**src/rtl/cfgrx_pkg.sv**
```systemverilog
package cfgrx_pkg;

    localparam int SYNC_W = 13;
    localparam int ADDR_W = 8;
    localparam int NCH    = 4;
    localparam int BIAS_W = 4;
    localparam int GAIN_W = 3;
    localparam int CMP_W  = 3;
    localparam int CH_W   = BIAS_W + GAIN_W + 1;
    localparam int PAY_W  = NCH * CH_W + CMP_W;
    localparam int PKT_W  = SYNC_W + ADDR_W + PAY_W;

    localparam logic [SYNC_W-1:0] SYNC_WORD = 13'b1111100110101;

    typedef struct packed {
        logic [BIAS_W-1:0] bias;
        logic [GAIN_W-1:0] gain;
        logic              mode;
    } chan_cfg_t;

    // channel 0 occupies the most significant slot (ascending packed range)
    typedef struct packed {
        chan_cfg_t [0:NCH-1] ch;
        logic [CMP_W-1:0]    cmp;
    } mod_cfg_t;

    typedef struct packed {
        logic [SYNC_W-1:0] sync;
        logic [ADDR_W-1:0] addr;
        mod_cfg_t          pay;
    } pkt_t;

    function automatic logic sync_matches(logic [SYNC_W-1:0] s);
        return s == SYNC_WORD;
    endfunction

endpackage

```
**src/rtl/cfgrx_shift.sv**
```systemverilog
module cfgrx_shift #(
    parameter int W = 56
) (
    input  logic         clk,
    input  logic         rst,
    input  logic         din,
    output logic [W-1:0] win_next
);
    logic [W-1:0] win_q;

    assign win_next = {win_q[W-2:0], din};

    always_ff @(posedge clk) begin
        if (rst) win_q <= '0;
        else     win_q <= win_next;
    end

    // one-bit shift per edge, newest bit at the LSB
    p_shift_one_r1: assert property (@(posedge clk) disable iff (rst)
        1'b1 |=> (win_q[W-1:1] == $past(win_q[W-2:0])) && (win_q[0] == $past(din)));

endmodule

```
**src/rtl/cfgrx_match.sv**
```systemverilog
module cfgrx_match
    import cfgrx_pkg::*;
(
    input  logic [SYNC_W-1:0] sync_f,
    input  logic [ADDR_W-1:0] addr_f,
    input  logic [ADDR_W-1:0] node_addr,
    output logic              hit
);
    logic sync_hit;
    logic addr_hit;

    always_comb begin
        sync_hit = sync_matches(sync_f);
        addr_hit = (addr_f == node_addr);
        hit      = sync_hit && addr_hit;
    end

endmodule

```
**src/rtl/cfgrx_store.sv**
```systemverilog
module cfgrx_store
    import cfgrx_pkg::*;
(
    input  logic     clk,
    input  logic     rst,
    input  logic     load,
    input  mod_cfg_t nxt,
    output mod_cfg_t cfg
);
    always_ff @(posedge clk) begin
        if (rst)       cfg <= '0;
        else if (load) cfg <= nxt;
    end

    // settings only move on a load
    p_hold_r7: assert property (@(posedge clk) disable iff (rst)
        !load |=> $stable(cfg));

    // a load copies the payload of the window
    p_copy_r4: assert property (@(posedge clk) disable iff (rst)
        load |=> cfg == $past(nxt));

    // reset clears the settings
    p_clear_r8: assert property (@(posedge clk)
        rst |=> cfg == '0);

endmodule

```
**src/rtl/cfgrx_top.sv**
```systemverilog
module cfgrx_top
    import cfgrx_pkg::*;
(
    input  logic                    clk,
    input  logic                    rst,
    input  logic                    ser_data,
    input  logic [ADDR_W-1:0]       node_addr,
    output logic [NCH*BIAS_W-1:0]   bias_code,
    output logic [NCH*GAIN_W-1:0]   gain_code,
    output logic [NCH-1:0]          mode_bits,
    output logic [CMP_W-1:0]        cmp_bias
);
    logic [PKT_W-1:0] win_next;
    pkt_t             cand;
    logic             hit;
    mod_cfg_t         cfg;

    cfgrx_shift #(.W(PKT_W)) u_shift (
        .clk      (clk),
        .rst      (rst),
        .din      (ser_data),
        .win_next (win_next)
    );

    assign cand = pkt_t'(win_next);

    cfgrx_match u_match (
        .sync_f    (cand.sync),
        .addr_f    (cand.addr),
        .node_addr (node_addr),
        .hit       (hit)
    );

    cfgrx_store u_store (
        .clk  (clk),
        .rst  (rst),
        .load (hit),
        .nxt  (cand.pay),
        .cfg  (cfg)
    );

    for (genvar c = 0; c < NCH; c++) begin : g_ch
        assign bias_code[c*BIAS_W +: BIAS_W] = cfg.ch[c].bias;
        assign gain_code[c*GAIN_W +: GAIN_W] = cfg.ch[c].gain;
        assign mode_bits[c]                  = cfg.ch[c].mode;
    end
    assign cmp_bias = cfg.cmp;

    // a foreign address never triggers a load
    p_addr_gate_r3: assert property (@(posedge clk) disable iff (rst)
        (cand.addr != node_addr) |-> !hit);

    // a damaged sync word never triggers a load
    p_sync_gate_r2: assert property (@(posedge clk) disable iff (rst)
        (cand.sync != SYNC_WORD) |-> !hit);

endmodule

```
**config.mk**
```make
export PLATFORM = sky130hd
export DESIGN_NAME = cfgrx_top
export DESIGN_NICKNAME = d
export VERILOG_FILES = /design/src/rtl/cfgrx_pkg.sv /design/src/rtl/cfgrx_shift.sv /design/src/rtl/cfgrx_match.sv /design/src/rtl/cfgrx_store.sv /design/src/rtl/cfgrx_top.sv
export SDC_FILE = /design/constraint.sdc
export NUM_CORES = 1
export LEC_CHECK = 0
export ABC_AREA = 1
export BUFFER_PORTS_ARGS = -buffer_cell sky130_fd_sc_hd__buf_2
export CAP_MARGIN = 5
export CORE_MARGIN = 5
export CORE_UTILIZATION = 56
export CTS_CLUSTER_SIZE = 24
export DETAILED_ROUTE_END_ITERATION = 6
export GPL_ROUTABILITY_DRIVEN = 0
export GPL_TIMING_DRIVEN = 0
export PLACE_DENSITY_LB_ADDON = 0.12
export SLEW_MARGIN = 25
export SYNTH_ARGS = -nofsm -noshare
export SYNTH_HDL_FRONTEND = slang
export SYNTH_SLANG_ARGS = --single-unit
```
**constraint.sdc**
```tcl
create_clock -name clk -period 1.7 [get_ports clk]
set_clock_uncertainty 0.05 [all_clocks]
set_input_delay 0.17 -clock clk [delete_from_list [all_inputs] [get_ports clk]]
set_output_delay 0.17 -clock clk [all_outputs]
set_load 0.01 [all_outputs]
```
==> results.toml <==
[placed_design]
place_inst = 529
dpl.hpwl_um = 4450
portBuffers = 45

[synth]
syn_inst = 412
ys_seq_area_frac = 0.562
syn-num-nets = 423
avgSynthCellArea_um2 = 7.78
ys_types = 19
yosysWarningCount = 0
synth_area_um2 = 3210
synth-seq-cells = 90

[clock_network]
clkLatencyLatePin_ps = 340
clkTransAtPathRegs_ps = 80
post_cts_buffers = 0
clock-root-buffer = "clkbuf_8"
cts_tree = "built"
h-tree-depth = 3
cts.sinks = 90
cts_buffers = 9
holdBufCountCts = 0
cts.path.max_buffers = 2

[grt]
grt_max_degree = 14
busiest_layer = "met2"
grt_first_pass_wirelength_um = 10600
grtUsageMet3 = 0.0548
antenna_found_initial = 0
groute.layer.met2.usage = 0.275
gr-total-overflow = 0
use_met1 = 0.248
track_usage = 0.183
grt_pass1_vias = 2366

[setup_path]
critical_path_class = "register to register"
rrSetupSlack_ps = 200
r2r_end = "u_store.cfg[33]"
path_max_fanout = 10
required_ps = 1880
setup.worst_path.end_class = "register"
r2r_cells = 10
startpoint_type = "register"
worstReg2RegStart = "u_shift.win_q[35]"
cp.arrival_ps = 1690

[min_path]
hold_path_depth = 3
hp-class = "input port to register"
hp-start = "ser_data"
hold_end = "u_shift.win_q[0]"

[timing]
post-route-min-period_ps = 1500
tns_ps = 0
finalSetupViolCount = 0
relSlewSlack = 0.691
worst_slew_pin_slew_ps = 463
max_freq_ghz = 0.665
hold_viol = 0
fin_crit_sh = 0.884
rsz0062_at_grt = "no"
slew_viol_final = 0

[route]
antenna_left = 0
drc = 0
initialDrtViolationCount = 97
wl_um = 6140
viasPerCell = 4.62
vias = 2507
wl_per_cell_um = 11.3
dr.pass1.iters = 4

[final_layout]
final_common_cell = "nor2_1"
area_delta_synth_final_pct = 15.4
final_cell_mix = "95 x nor2_1, 90 x dfxtp_1, 65 x inv_1, 58 x nand2_1, 48 x buf_2"
fin_nets = 479
final_util = 0.668
n_antenna_cell = 0
layoutNonFillerInstCount = 543
layout-drive-gt1-share = 0.166
fillCellCount = 499

[floorplan]
start_util = 0.579
io_pins = 46
die_area_um2 = 7340
core_area_um2 = 5540
die_width_um = 85.7
die_y_um = 85.7
fp-row-count = 27

[pwr]
ir_worst_vdd_mv = 0.537
leakage_nw = 1.67
power.total_mw = 3.55
p_per_area_nw_per_um2 = 961

[run]
drv_cap = 0

[outcome]
status = "completed"
sequential cells by signal (all words and copies together), names as in the netlist:
| signal | flops |
|---|---|
| u_shift.win_q | 55 |
| u_store.cfg | 35 |
power by group:
part           internal, mW  total, mW  switching, mW
Combinational        0.0353      0.115         0.0795
Sequential             2.11       2.11       0.000840
Clock                 0.657       1.33          0.672
final cells by class:
| class | instances | area, µm² | area share |
|---|---|---|---|
| buffer | 23 | 158 | 0.0426 |
| clock buffer | 10 | 128 | 0.0345 |
| clock inverter | 4 | 45.0 | 0.0122 |
| inverter | 67 | 251 | 0.0680 |
| multi-input combinational | 232 | 1000 | 0.270 |
| sequential | 90 | 1800 | 0.487 |
| tap | 72 | 90.1 | 0.0244 |
| timing repair buffer | 45 | 225 | 0.0609 |
what timing repair did:
item                                    4_1_cts  5_1_grt
gates resized for setup                       0        1
endpoints found under the hold margin         0        0
endpoints found under the setup margin        0        2
logic make-up after synthesis:
family | Yosys count | share of synthesized area
AO/OA/AOI/OAI | 36 | 0.0562
AND/OR/NAND/NOR | 195 | 0.251
flip-flops | 90 | 0.562
buffers and inverters | 90 | 0.128
XOR/XNOR | 1 | 0.00273
cell usage after synthesis:
cell type / count / area (µm²)
o21ai_1: 1 / 5.00
buf_6: 7 / 78.8
a21oi_1: 35 / 175
nor2_8: 1 / 20.0
inv_1: 65 / 244
nand2_2: 2 / 12.5
inv_2: 1 / 3.75
buf_4: 4 / 30.0
nand3_1: 36 / 180
dfxtp_1: 90 / 1800
nor2_1: 95 / 357
buf_2: 3 / 15.0
clkbuf_1: 4 / 15.0
nor2_2: 2 / 12.5
nand4_1: 1 / 6.26
nand2_1: 58 / 218
buf_1: 5 / 18.8
clkinv_1: 1 / 3.75
xnor2_1: 1 / 8.76
how the worst max path moves through the flow:
stage	startpoint	slack [ps]	cells past startpoint	end
after detailed placement	u_shift.win_q[36]	160	7	u_store.cfg[25]
after global placement	u_shift.win_q[36]	180	7	u_store.cfg[2]
after CTS	u_shift.win_q[36]	140	7	u_store.cfg[29]
after floorplan	u_shift.win_q[53]	440	10	u_store.cfg[19]
final	u_shift.win_q[35]	200	10	u_store.cfg[33]
after global routing	u_shift.win_q[35]	70	10	u_store.cfg[33]
routing by layer:
metal / wire length (µm) / part of all wire / vias up
li1: - / - / 1341
met1: 2980 / 0.49 / 1107
met2: 2700 / 0.44 / 52
met3: 378 / 0.062 / 7
met4: 77 / 0.013 / 0
met5: 0 / 0 / -
stage by stage:
stage          hold WS [ps]  setup WS (ps)  cell area [µm²]
6_report               26.0            197             3700
5_1_grt                4.48           69.6             3700
4_1_cts                6.03            137             3690
3_5_place_dp            361            158             3520
3_3_place_gp            356            182             3520
2_1_floorplan           245            438             3210
worst max-delay path: stages, from the launching register on:
cell and delay, ps:
dfxtp_1 340, inv_1 50, nand2_1 50, nand2_1 50, nor2_1 160, nand2_2 120, nor2_8 190, buf_6 170
nand3_1 90, nand2_1 80, nor2_1 40
Power figures use the tool's default switching activity.
